**config.mk**
```make
export PLATFORM = sky130hd
export DESIGN_NAME = xbus_term_ctrl
export DESIGN_NICKNAME = d
export VERILOG_FILES = /design/src/rtl/xbt_pkg.sv /design/src/rtl/xbt_bus_monitor.sv /design/src/rtl/xbt_term_resolve.sv /design/src/rtl/xbus_term_ctrl.sv
export SDC_FILE = /design/constraint.sdc
export NUM_CORES = 1
export LEC_CHECK = 0
export BUFFER_PORTS_ARGS = -buffer_cell sky130_fd_sc_hd__clkbuf_2
export CAP_MARGIN = 20
export CORE_UTILIZATION = 30
export DETAILED_ROUTE_END_ITERATION = 7
export SYNTH_ARGS = -nofsm -noshare
export SYNTH_HDL_FRONTEND = slang
export SYNTH_SLANG_ARGS = --single-unit
```
**constraint.sdc**
```tcl
create_clock -name clk -period 3.3 [get_ports clk]
set_clock_uncertainty 0.1 [all_clocks]
set_input_delay 0 -clock clk [delete_from_list [all_inputs] [get_ports clk]]
set_output_delay 0 -clock clk [all_outputs]
set_load 0.02 [all_outputs]
```
**src/rtl/xbt_pkg.sv**
```systemverilog
package xbt_pkg;
  typedef enum logic [1:0] {
    ST_NORMAL = 2'b00,
    ST_AVEC   = 2'b01,
    ST_BERR   = 2'b10,
    ST_RETRY  = 2'b11
  } xbt_status_e;

  typedef enum logic [1:0] {
    S_IDLE,
    S_RUN,
    S_HOLD,
    S_REWAIT
  } xbt_state_e;

  typedef struct packed {
    logic        hit;
    xbt_status_e code;
    logic        port16;
  } xbt_term_t;
endpackage

```
**src/rtl/xbt_bus_monitor.sv**
```systemverilog
module xbt_bus_monitor #(
  parameter int TMO_MIN = 8,
  parameter int TMO_MAX = 64,
  parameter int LIMW    = 7
) (
  input  logic            clk,
  input  logic            rst_n,
  input  logic            clr_i,
  input  logic            run_i,
  input  logic            enable_i,
  input  logic [LIMW-1:0] lim_i,
  output logic            expired_o
);
  localparam int CW = $clog2(TMO_MAX + 1);

  logic [CW-1:0] cnt_q, cnt_d, lim_eff;

  always_comb begin
    if (lim_i < LIMW'(TMO_MIN))      lim_eff = CW'(TMO_MIN);
    else if (lim_i > LIMW'(TMO_MAX)) lim_eff = CW'(TMO_MAX);
    else                             lim_eff = CW'(lim_i);
  end

  always_comb begin
    cnt_d = cnt_q;
    if (clr_i)                     cnt_d = '0;
    else if (run_i && cnt_q != '1) cnt_d = cnt_q + CW'(1);
  end

  always_ff @(posedge clk or negedge rst_n) begin
    if (!rst_n) cnt_q <= '0;
    else        cnt_q <= cnt_d;
  end

  assign expired_o = enable_i && run_i && (cnt_q >= lim_eff - CW'(1));
endmodule

```
**src/rtl/xbt_term_resolve.sv**
```systemverilog
module xbt_term_resolve
  import xbt_pkg::*;
#(
  parameter logic [2:0] IACK_FC = 3'b111
) (
  input  logic       berr_i,
  input  logic       halt_i,
  input  logic       tmo_i,
  input  logic [1:0] ack_n_i,
  input  logic       avec_i,
  input  logic [2:0] fc_i,
  input  logic       ext_master_i,
  output xbt_term_t  term_o
);
  always_comb begin
    term_o.hit    = 1'b0;
    term_o.code   = ST_NORMAL;
    term_o.port16 = 1'b1;
    if (berr_i && halt_i) begin
      term_o.hit  = 1'b1;
      term_o.code = ST_RETRY;
    end else if (berr_i || tmo_i) begin
      term_o.hit  = 1'b1;
      term_o.code = ST_BERR;
    end else if (ack_n_i != 2'b11) begin
      term_o.hit    = 1'b1;
      term_o.code   = ST_NORMAL;
      term_o.port16 = (ack_n_i != 2'b10);
    end else if (avec_i && fc_i == IACK_FC && !ext_master_i) begin
      term_o.hit  = 1'b1;
      term_o.code = ST_AVEC;
    end
  end
endmodule

```
**src/rtl/xbus_term_ctrl.sv**
```systemverilog
module xbus_term_ctrl
  import xbt_pkg::*;
#(
  parameter int         AW      = 16,
  parameter int         TMO_MIN = 8,
  parameter int         TMO_MAX = 64,
  parameter logic [2:0] IACK_FC = 3'b111
) (
  input  logic          clk,
  input  logic          rst_n,
  input  logic          req_i,
  input  logic          int_only_i,
  input  logic [AW-1:0] addr_i,
  input  logic          rd_wr_i,
  input  logic [1:0]    size_i,
  input  logic [2:0]    fc_i,
  input  logic [1:0]    ack_n_i,
  input  logic          avec_i,
  input  logic          berr_i,
  input  logic          halt_i,
  input  logic          ext_master_i,
  input  logic          irq_pend_i,
  input  logic [6:0]    tmo_lim_i,
  output logic [AW-1:0] addr_o,
  output logic          rd_wr_o,
  output logic [1:0]    size_o,
  output logic [2:0]    fc_o,
  output logic          strobe_o,
  output logic          data_oe_o,
  output logic          busy_o,
  output logic          done_o,
  output logic [1:0]    status_o,
  output logic          port16_o,
  output logic          irq_take_o
);
  xbt_state_e    state_q, state_d;
  logic [AW-1:0] addr_q;
  logic          rw_q;
  logic [1:0]    size_q;
  logic [2:0]    fc_q;
  logic          done_q, done_d;
  xbt_status_e   status_q, status_d;
  logic          port16_q, port16_d;
  logic          load_en, int_go, tmo_exp, run, restart;
  xbt_term_t     term;

  assign run     = (state_q == S_RUN);
  assign restart = (state_q != S_RUN) && (state_d == S_RUN);
  assign load_en = (state_q == S_IDLE) && (state_d == S_RUN);
  assign int_go  = req_i && int_only_i && (state_q == S_IDLE || state_q == S_HOLD);

  xbt_bus_monitor #(.TMO_MIN(TMO_MIN), .TMO_MAX(TMO_MAX), .LIMW(7)) u_mon (
    .clk(clk), .rst_n(rst_n), .clr_i(restart), .run_i(run),
    .enable_i(!ext_master_i), .lim_i(tmo_lim_i), .expired_o(tmo_exp)
  );

  xbt_term_resolve #(.IACK_FC(IACK_FC)) u_res (
    .berr_i(berr_i), .halt_i(halt_i), .tmo_i(tmo_exp), .ack_n_i(ack_n_i),
    .avec_i(avec_i), .fc_i(fc_q), .ext_master_i(ext_master_i), .term_o(term)
  );

  // next state
  always_comb begin
    state_d = state_q;
    unique case (state_q)
      S_IDLE:   if (req_i && !int_only_i && !halt_i) state_d = S_RUN;
      S_RUN:    if (term.hit) begin
                  if (term.code == ST_RETRY) state_d = S_REWAIT;
                  else if (halt_i)           state_d = S_HOLD;
                  else                       state_d = S_IDLE;
                end
      S_HOLD:   if (!halt_i) state_d = S_IDLE;
      S_REWAIT: if (!halt_i) state_d = S_RUN;
      default:  state_d = S_IDLE;
    endcase
  end

  always_comb begin
    done_d   = int_go || (run && term.hit);
    status_d = int_go ? ST_NORMAL : term.code;
    port16_d = int_go ? 1'b1 : term.port16;
  end

  always_ff @(posedge clk or negedge rst_n) begin
    if (!rst_n) begin
      state_q  <= S_IDLE;
      done_q   <= 1'b0;
      status_q <= ST_NORMAL;
      port16_q <= 1'b1;
    end else begin
      state_q  <= state_d;
      done_q   <= done_d;
      status_q <= status_d;
      port16_q <= port16_d;
    end
  end

  always_ff @(posedge clk or negedge rst_n) begin
    if (!rst_n) begin
      addr_q <= '0;
      rw_q   <= 1'b1;
      size_q <= '0;
      fc_q   <= '0;
    end else if (load_en) begin
      addr_q <= addr_i;
      rw_q   <= rd_wr_i;
      size_q <= size_i;
      fc_q   <= fc_i;
    end
  end

  assign addr_o     = addr_q;
  assign rd_wr_o    = rw_q;
  assign size_o     = size_q;
  assign fc_o       = fc_q;
  assign strobe_o   = run;
  assign data_oe_o  = run && !rw_q;
  assign busy_o     = (state_q != S_IDLE);
  assign done_o     = done_q;
  assign status_o   = status_q;
  assign port16_o   = port16_q;
  assign irq_take_o = irq_pend_i && (state_q == S_IDLE) && !halt_i;

  p_timeout_berr_r1: assert property (@(posedge clk) disable iff (!rst_n)
    (run && tmo_exp && !berr_i) |=> (done_o && status_o == ST_BERR));

  p_berr_over_ack_r2: assert property (@(posedge clk) disable iff (!rst_n)
    (run && berr_i && !halt_i) |=> (done_o && status_o == ST_BERR));

  p_frozen_fields_r4: assert property (@(posedge clk) disable iff (!rst_n)
    (state_q == S_HOLD || state_q == S_REWAIT) |=> $stable({addr_o, fc_o, size_o, rd_wr_o}));

  p_halt_blocks_start_r5: assert property (@(posedge clk) disable iff (!rst_n)
    (!run && halt_i) |=> !strobe_o);

  p_avec_ignored_r7: assert property (@(posedge clk) disable iff (!rst_n)
    (run && fc_q != IACK_FC && ack_n_i == 2'b11 && !berr_i && !tmo_exp) |=> !done_o);
endmodule

```
==> results of run 1 <==
==> stage by stage <==
| step | instances | total power, mW | instance area, µm² | utilization |
|---|---|---|---|---|
| 2_1_floorplan | 145 | 0.926 | 1800 | - |
| 3_3_place_gp | 284 | 1.08 | 2210 | 0.391 |
| 3_5_place_dp | 284 | 1.09 | 2210 | 0.391 |
| 4_1_cts | 321 | 1.43 | 2580 | 0.457 |
| 5_1_grt | 321 | 1.50 | 2580 | 0.457 |
| 6_report | 321 | 1.41 | 2580 | 0.457 |
==> tightest hold or removal path: stages <==
cell	delay [ns]
clkbuf_2	0.09
nand3_1	0.14
o21a_1	0.15
==> registers in the layout (all words and copies together) (netlist names) <==
name,count
state_q,2
fc_o,3
status_o,2
port16_o,1
done_o,1
u_mon.cnt_q,7
addr_o,16
size_o,2
rd_wr_o,1
==> metal layers <==
metal  vias up  wire length (µm)  track usage
li1        732                 -            -
met2        48              1990        0.245
met1       736              1720        0.161
met3         5               279       0.0529
met5         -                 0            0
met4         0                36       0.0400
==> cell usage in the layout, fill, tap and decap left out, types with 3 or more instances in the layout <==
| cell | count |
|---|---|
| a21oi_1 | 3 |
| mux2_2 | 21 |
| ha_1 | 9 |
| dfrtp_1 | 33 |
| dlygate4sd3_1 | 29 |
| xor2_1 | 5 |
| clkbuf_8 | 5 |
| clkbuf_2 | 69 |
| nand4_1 | 5 |
| inv_1 | 4 |
| o21a_1 | 4 |
| or3_1 | 3 |
| nand3_1 | 3 |
| nor2_1 | 12 |
| nand2_1 | 6 |
==> power by group <==
part / switching (mW) / internal [mW] / total (mW)
clock network: 0.152 / 0.148 / 0.300
logic: 0.274 / 0.238 / 0.512
registers: 0.0692 / 0.532 / 0.601
total: 0.495 / 0.918 / 1.41
==> cell type report <==
cell class | count | area, µm²
Timing Repair Buffer | 98 | 636
Sequential cell | 35 | 878
Tap cell | 72 | 90.1
Clock inverter | 1 | 5.00
Clock buffer | 7 | 76.3
Inverter | 4 | 15.0
Fill cell | 535 | 3060
Multi-Input combinational cell | 104 | 880
==> cells by family (layout without fill, tap and decap cells) <==
| logic type | after synthesis | count (layout) | share of synthesized area |
|---|---|---|---|
| flops | 35 | 35 | 0.489 |
| compound gates | 22 | 22 | 0.112 |
| xor+xnor | 6 | 6 | 0.0293 |
| buf+inv | 6 | 110 | 0.0209 |
| fa+ha+maj | 9 | 9 | 0.0627 |
| simple gates | 44 | 44 | 0.142 |
| mux | 23 | 23 | 0.144 |
==> timing repair <==
item | in CTS | in global routing
hold buffers | 29 | 0
endpoints found under the setup margin | 0 | 0
hold endpoints to repair | 61 | 0
setup buffers | 0 | 0
==> worst max path at each step <==
stage,from,to,slack [ns],depth (start not counted)
floorplan,tmo_lim_i[2],state_q[1]$_DFF_PN0_,1.16,9
global placement,tmo_lim_i[2],state_q[1]$_DFF_PN0_,0.97,10
detailed placement,tmo_lim_i[2],state_q[1]$_DFF_PN0_,0.90,10
CTS,u_mon.cnt_q[0]$_DFFE_PN0P_,port16_o$_DFF_PN1_,0.67,8
global route,tmo_lim_i[3],port16_o$_DFF_PN1_,0.51,13
finish,tmo_lim_i[2],port16_o$_DFF_PN1_,0.67,11
==> results.cfg, run 1 <==
[global_routing]
grt_usage = 0.141
grt_max_degree = 36
grt-ovfl-total = 0
antenna_found_initial = 0
grt_pass1_wl_um = 6930
grt_pass1_vias = 1615

[timing]
fmax_ghz = 0.380
rsz0062_at_grt = false
period_share = 0.797
min_period_ns = 2.63
finalHoldViolCount = 0
worst_pin_slew_ns = 0.890
slew_viol_final = 0
setup_ws_ns = 0.671
slew_headroom = 0.406
tns_ns = 0
setup_violations = 0
holdWs_ns = 0.0337

[worst_setup_path]
start_kind = input port
crit_arrival_ns = 2.75
cp-end-kind = flop
rr_startpoint = u_mon.cnt_q[0]$_DFFE_PN0P_
cp_top_family = simple AND/OR/NAND/NOR gates
critPathMaxFanout = 4
cp.required_ns = 3.42
r2r_slack_ns = 0.68
r2r-end = port16_o$_DFF_PN1_
critical_path_class = input port to flop
crit_path_top_delay_cell = dlygate4sd3_1
critPathMaxStageDelay_ns = 0.56
cp_common_cell = or3_1
path_buf_inv = 2
rr_worst_depth = 8
crit_path_cell_trace = clkbuf_2, or3_1, or3_1, a21oi_1, ha_1, a21o_1, a21oi_1, o21a_2, o21ai_2, or3_1, dlygate4sd3_1

[route]
wl_per_cell_um = 12.5
viasPerCell = 4.74
first_pass_iters = 4
antenna_left = 0
drt_iter0_drc = 43
remaining_drc_errors = 0
vias = 1521
drt-total-wl_um = 4030

[clock_tree]
post_cts_resized = 0
path_clk_slew_ns = 0.08
ctsLongestPathBuffers = 2
cts_tree = done
clock_latency_ns = 0.29
cts_root_buf = clkbuf_8
cts_buffers = 5
htreeDepth = 2
clock-sinks = 35

[synth]
postSynth.asyncResetShare = 1.00
ys_top_cells_by_area = dfrtp_1 (46%), mux2_2 (13%), ha_1 (6.3%), dfstp_2 (2.9%), nor2_1 (2.5%)
yosysTopAreaCellShare = 0.460
synth_cell_types = 43
syn_inst = 145
syn_avg_cell_area_um2 = 12.4
ys_warn_count = 0
synth_enable_flop_cells = 0
yosysTopAreaCell = dfrtp_1
syn_nets = 194
dominantRegCellSynth = dfrtp_1
synth_commonest_cells = dfrtp_1 (33), mux2_2 (21), nor2_1 (12)
synth_area_um2 = 1800
yosysMostFrequentCell = dfrtp_1
seq_area_frac_synth = 0.489
yosys_register_bits = 35

[place]
numPortBuffers = 69
hpwl_um = 2700
dp_slack_ns = 0.901
routabilityCongestion = 0.703

[finish]
nets = 297
drive_above_1_share = 0.434
area_growth_pct = 43.7
antenna_cells = 0

[floorplanning]
dieArea_um2 = 6300
die_h_um = 79.4
die_w_um = 79.4
num_rows = 27
num_io_pins = 70
initial_utilization = 0.318
core_region_area_um2 = 5640

[flow_run]
max-cap-violations = 0

[power]
ir_drop_mv = 0.304
power.leakage_nw = 1.25
power_density_nw_per_um2 = 548

[status]
outcome = finished, final reports clean

[hold_path]
hold_class = input port to flop
min_to = status_o[1]$_DFF_PN0_
holdCritStartpoint = int_only_i
worstHoldPathCells = 3
Note: power is estimated with default switching activity, not from simulation.
==> inputs of run 2 (changes only) <==
==> constraint.sdc (replaced) <==
create_clock -name clk -period 2.41 [get_ports clk]
set_clock_uncertainty 0.1 [all_clocks]
set_input_delay 0 -clock clk [delete_from_list [all_inputs] [get_ports clk]]
set_output_delay 0 -clock clk [all_outputs]
set_load 0.02 [all_outputs]
==> run 2 against run 1 <==
Net effect:
- power grew 41%
- register-to-register slack lost 0.37 ns
- die area unchanged
- final cell count down 0.31%
- routed wire length decreased by 4.4%
- worst hold slack worse by 0.015 ns
- core utilization rose by 0.18 points
- combinational power grew 36%
- critical path depth shrank 4
- critical path type is now flop to flop
- highest routed layer unchanged
==> results.cfg, run 2 (same netlist as run 1, synthesis figures left out) <==
[floorplanning]
dieArea_um2 = 6300
num_rows = 27
die_w_um = 79.4
initial_utilization = 0.318
die_h_um = 79.4
num_io_pins = 70
core_region_area_um2 = 5640

[worst_setup_path]
cp-end-kind = flop
critPathMaxFanout = 5
start_kind = flop
cp.required_ns = 2.49
critical_path_class = flop to flop
crit_arrival_ns = 2.18

[clock_tree]
htreeDepth = 2
post_cts_buffers = 0
ctsHoldBuffers = 27
clock_latency_ns = 0.29
cts_buffers = 5
path_clk_slew_ns = 0.07
post_cts_resized = 0
ctsLongestPathBuffers = 2
cts_root_buf = clkbuf_8
clock-sinks = 35
cts_tree = done

[timing]
slew_headroom = 0.426
fmax_ghz = 0.475
setup_violations = 0
tns_ns = 0
finalHoldViolCount = 0
slew_viol_final = 0
period_share = 0.873
rsz0062_at_grt = false
min_period_ns = 2.10
worst_pin_slew_ns = 0.862

[finish]
mostFrequentLayoutCells = clkbuf_2 (69), dfrtp_1 (33), dlygate4sd3_1 (27)
antenna_cells = 0
fillers = 520
largest_reg_flops = 16
area_growth_pct = 44.3
drive_above_1_share = 0.448
nets = 296
final_cells = 320
final_common_cell = clkbuf_2

[place]
routabilityCongestion = 0.717
numPortBuffers = 69
dp_cells = 285
hpwl_um = 2670

[global_routing]
grt_usage = 0.136
grt_pass1_wl_um = 6710
antenna_found_initial = 0
grt-ovfl-total = 0
grt_max_degree = 36
grt_pass1_vias = 1567

[power]
p_clk_frac = 0.237
power_density_nw_per_um2 = 768
switching_power_mw = 0.677
power.leakage_nw = 1.26
swShare = 0.340
pwr-share-comb = 0.350
ir_drop_mv = 0.473
p_seq_frac = 0.413
p_int_mw = 1.31

[route]
viasPerCell = 4.64
remaining_drc_errors = 0
first_pass_iters = 4
drt-total-wl_um = 3850
wl_per_cell_um = 12.0
vias = 1486
antenna_left = 0
drt_iter0_drc = 40

[flow_run]
max-cap-violations = 0

[hold_path]
hold_class = input port to flop

[status]
outcome = finished, final reports clean
-- run 2: cell type report --
class,count,area [µm²],area share
inverter,4,15.0,0.00580
clock buffer,7,96.3,0.0372
tap,72,90.1,0.0348
sequential,35,878,0.339
timing repair buffer,97,623,0.241
multi-input combinational,104,880,0.340
clock inverter,1,7.51,0.00290
-- run 2: power groups by stage --
stage	logic, mW	registers (mW)	clock network, mW
detailed placement	0.668	0.826	0
CTS	0.702	0.820	0.494
global placement	0.661	0.825	0
floorplan	0.304	0.963	0
global route	0.754	0.844	0.517
finish	0.696	0.822	0.471
-- run 2: metrics by stage --
stage,cell area [µm²],util,setup WS [ns],hold WS (ns),total power [mW]
floorplan,1800,-,0.271,-0.396,1.27
global placement,2220,0.393,0.0806,0.0718,1.49
detailed placement,2220,0.393,0.00917,0.0695,1.49
CTS,2590,0.459,0.278,0.00434,2.02
global route,2590,0.459,0.188,0.0427,2.12
finish,2590,0.459,0.306,0.0188,1.99
-- run 2: worst paths after layout --
path / from / end / slack [ns] / cells after the start
worst max-delay path: u_mon.cnt_q[0]$_DFFE_PN0P_ / state_q[1]$_DFF_PN0_ / 0.31 / 7
worst min-delay path: int_only_i / status_o[1]$_DFF_PN0_ / 0.02 / 3
worst max register to register: u_mon.cnt_q[0]$_DFFE_PN0P_ / state_q[1]$_DFF_PN0_ / 0.31 / 7
worst min register to register: addr_o[13]$_DFFE_PN0P_ / addr_o[13]$_DFFE_PN0P_ / 0.41 / 1
max in group asynchronous: rst_n / u_mon.cnt_q[1]$_DFFE_PN0P_ / 1.42 / 2
min in group asynchronous: rst_n / fc_o[0]$_DFFE_PN0P_ / 0.25 / 2
-- run 2: critical path, stage by stage, from the launching register on --
cell       delay [ns]
dfrtp_1          0.43
inv_1            0.07
ha_1             0.28
nand2b_4         0.15
a2111oi_4        0.34
o21a_2           0.22
o211ai_1         0.11
o311a_1          0.30
-- run 2: per-layer routing --
metal	global-route usage	wire length [µm]
met1	0.159	1680
met2	0.238	1880
met3	0.0448	258
met4	0.0364	37
met5	0	0
==> inputs of run 3 (changes only) <==
--- a/config.mk
+++ b/config.mk
@@ -7,8 +7,11 @@
 export LEC_CHECK = 0
 export BUFFER_PORTS_ARGS = -buffer_cell sky130_fd_sc_hd__clkbuf_2
 export CAP_MARGIN = 20
-export CORE_UTILIZATION = 30
+export CELL_PAD_IN_SITES_DETAIL_PLACEMENT = 1
+export CELL_PAD_IN_SITES_GLOBAL_PLACEMENT = 1
+export CORE_UTILIZATION = 33
 export DETAILED_ROUTE_END_ITERATION = 7
+export PLACE_DENSITY_LB_ADDON = 0.1
 export SYNTH_ARGS = -nofsm -noshare
 export SYNTH_HDL_FRONTEND = slang
 export SYNTH_SLANG_ARGS = --single-unit
==> run 3 against run 2 <==
Net effect:
- power increased by 4.2%
- final cell count decreased by 0.94%
- fmax down 3.4%
- sequential power hardly changed
==> results.cfg, run 3 (same netlist as run 1, synthesis figures left out) <==
[status]
outcome = finished, final reports clean

[worst_setup_path]
cp-end-kind = flop
critical_path_class = input port to flop
rr_startpoint = u_mon.cnt_q[0]$_DFFE_PN0P_
crit_arrival_ns = 2.24
critPathMaxFanout = 4
rr_worst_depth = 7
r2r-end = state_q[1]$_DFF_PN0_
start_kind = input port
cp.required_ns = 2.47
r2r_slack_ns = 0.27

[floorplanning]
dieArea_um2 = 5740
num_rows = 26
core_region_area_um2 = 5170
die_h_um = 75.8
initial_utilization = 0.347
num_io_pins = 70
die_w_um = 75.8

[route]
wl_per_cell_um = 14.1
antenna_left = 0
first_pass_iters = 2
viasPerCell = 4.74
remaining_drc_errors = 0
drt_iter0_drc = 28
drt-total-wl_um = 4480
vias = 1502

[timing]
holdWs_ns = 0.0337
slew_headroom = 0.422
tns_ns = 0
min_period_ns = 2.18
setup_violations = 0
slew_viol_final = 0
finalHoldViolCount = 0
fmax_ghz = 0.459
worst_pin_slew_ns = 0.866
period_share = 0.904
rsz0062_at_grt = false

[global_routing]
grt_pass1_wl_um = 7270
grt_pass1_vias = 1603
antenna_found_initial = 0
grt_usage = 0.173
grt-ovfl-total = 0
grt_max_degree = 36

[power]
p_seq_frac = 0.397
switching_power_mw = 0.684
ir_drop_mv = 0.412
power_density_nw_per_um2 = 799
swShare = 0.330
power.leakage_nw = 1.27
p_clk_frac = 0.261
p_int_mw = 1.39
pwr-share-comb = 0.342

[finish]
largest_reg_flops = 16
fillers = 577
final_common_cell = clkbuf_2
multiInputGateArea_um2 = 880
final_cells = 317
nets = 295
antenna_cells = 0
drive_above_1_share = 0.445
area_growth_pct = 44.5
final_area_um2 = 2590
seq_area_um2 = 878
mostFrequentLayoutCells = clkbuf_2 (69), dfrtp_1 (33), dlygate4sd3_1 (27)

[clock_tree]
path_clk_slew_ns = 0.07
clock_latency_ns = 0.28
ctsLongestPathBuffers = 2
post_cts_resized = 0
htreeDepth = 2
cts_root_buf = clkbuf_8
clock-sinks = 35
cts_buffers = 5
cts_tree = done

[place]
routabilityCongestion = 0.749
hpwl_um = 3290
dp_cells = 282
dpl-instance-area_um2 = 2210
numPortBuffers = 69

[hold_path]
worstHoldPathCells = 3
min_to = port16_o$_DFF_PN1_
hold_class = input port to flop
holdCritStartpoint = int_only_i

[flow_run]
max-cap-violations = 0
==> run 3: worst max-delay path by stage <==
stage,start,end,slack [ns],cells after the start
final,tmo_lim_i[2],state_q[1]$_DFF_PN0_,0.23,10
after floorplan,tmo_lim_i[2],state_q[1]$_DFF_PN0_,0.27,9
after global routing,tmo_lim_i[3],state_q[1]$_DFF_PN0_,0.07,12
after global placement,tmo_lim_i[2],state_q[1]$_DFF_PN0_,0.08,10
after CTS,tmo_lim_i[2],state_q[1]$_DFF_PN0_,0.24,10
after detailed placement,tmo_lim_i[2],state_q[1]$_DFF_PN0_,-0.04,10
==> run 3: through the flow <==
stage / worst slack [ns] / util / power (mW)
3_3_place_gp: 0.0802 / 0.426 / 1.48
3_5_place_dp: -0.0433 / 0.426 / 1.51
2_1_floorplan: 0.271 / - / 1.27
5_1_grt: 0.0695 / 0.501 / 2.20
4_1_cts: 0.239 / 0.501 / 2.11
6_report: 0.232 / 0.501 / 2.07
==> run 3: layout make-up <==
type	count	share of cell area
flip-flops and latches	35	0.339
well taps	70	0.0338
clock buffers	6	0.0318
inverters	4	0.00579
multi-input cells	104	0.339
clock inverters	2	0.0135
repair buffers	96	0.237
==> run 3: power groups by stage <==
| stage | Combinational [mW] | Sequential, mW | Clock (mW) |
|---|---|---|---|
| final | 0.708 | 0.823 | 0.541 |
| after global routing | 0.769 | 0.846 | 0.586 |
| after CTS | 0.717 | 0.824 | 0.566 |
| after detailed placement | 0.679 | 0.832 | 0 |
| after global placement | 0.659 | 0.825 | 0 |
| after floorplan | 0.304 | 0.963 | 0 |
==> run 3: what timing repair did <==
item	in CTS	in global routing
hold buffers	27	0
hold endpoints to repair	61	0
setup endpoints to repair	0	0
setup buffers	0	0
==> run 3: metal layers <==
layer,track usage,vias up,share of wire
li1,-,726,-
met1,0.186,733,0.40
met2,0.325,39,0.54
met3,0.0450,4,0.045
met4,0.0556,0,0.012
met5,0,-,0
==> run 3: worst max-delay path, cell delays in order <==
cell,delay [ns]
clkbuf_2,0.11
or3_1,0.42
or3_1,0.32
a21oi_1,0.17
ha_1,0.26
a21o_1,0.18
a21oi_1,0.14
o21a_2,0.18
o211ai_1,0.12
o311a_1,0.32
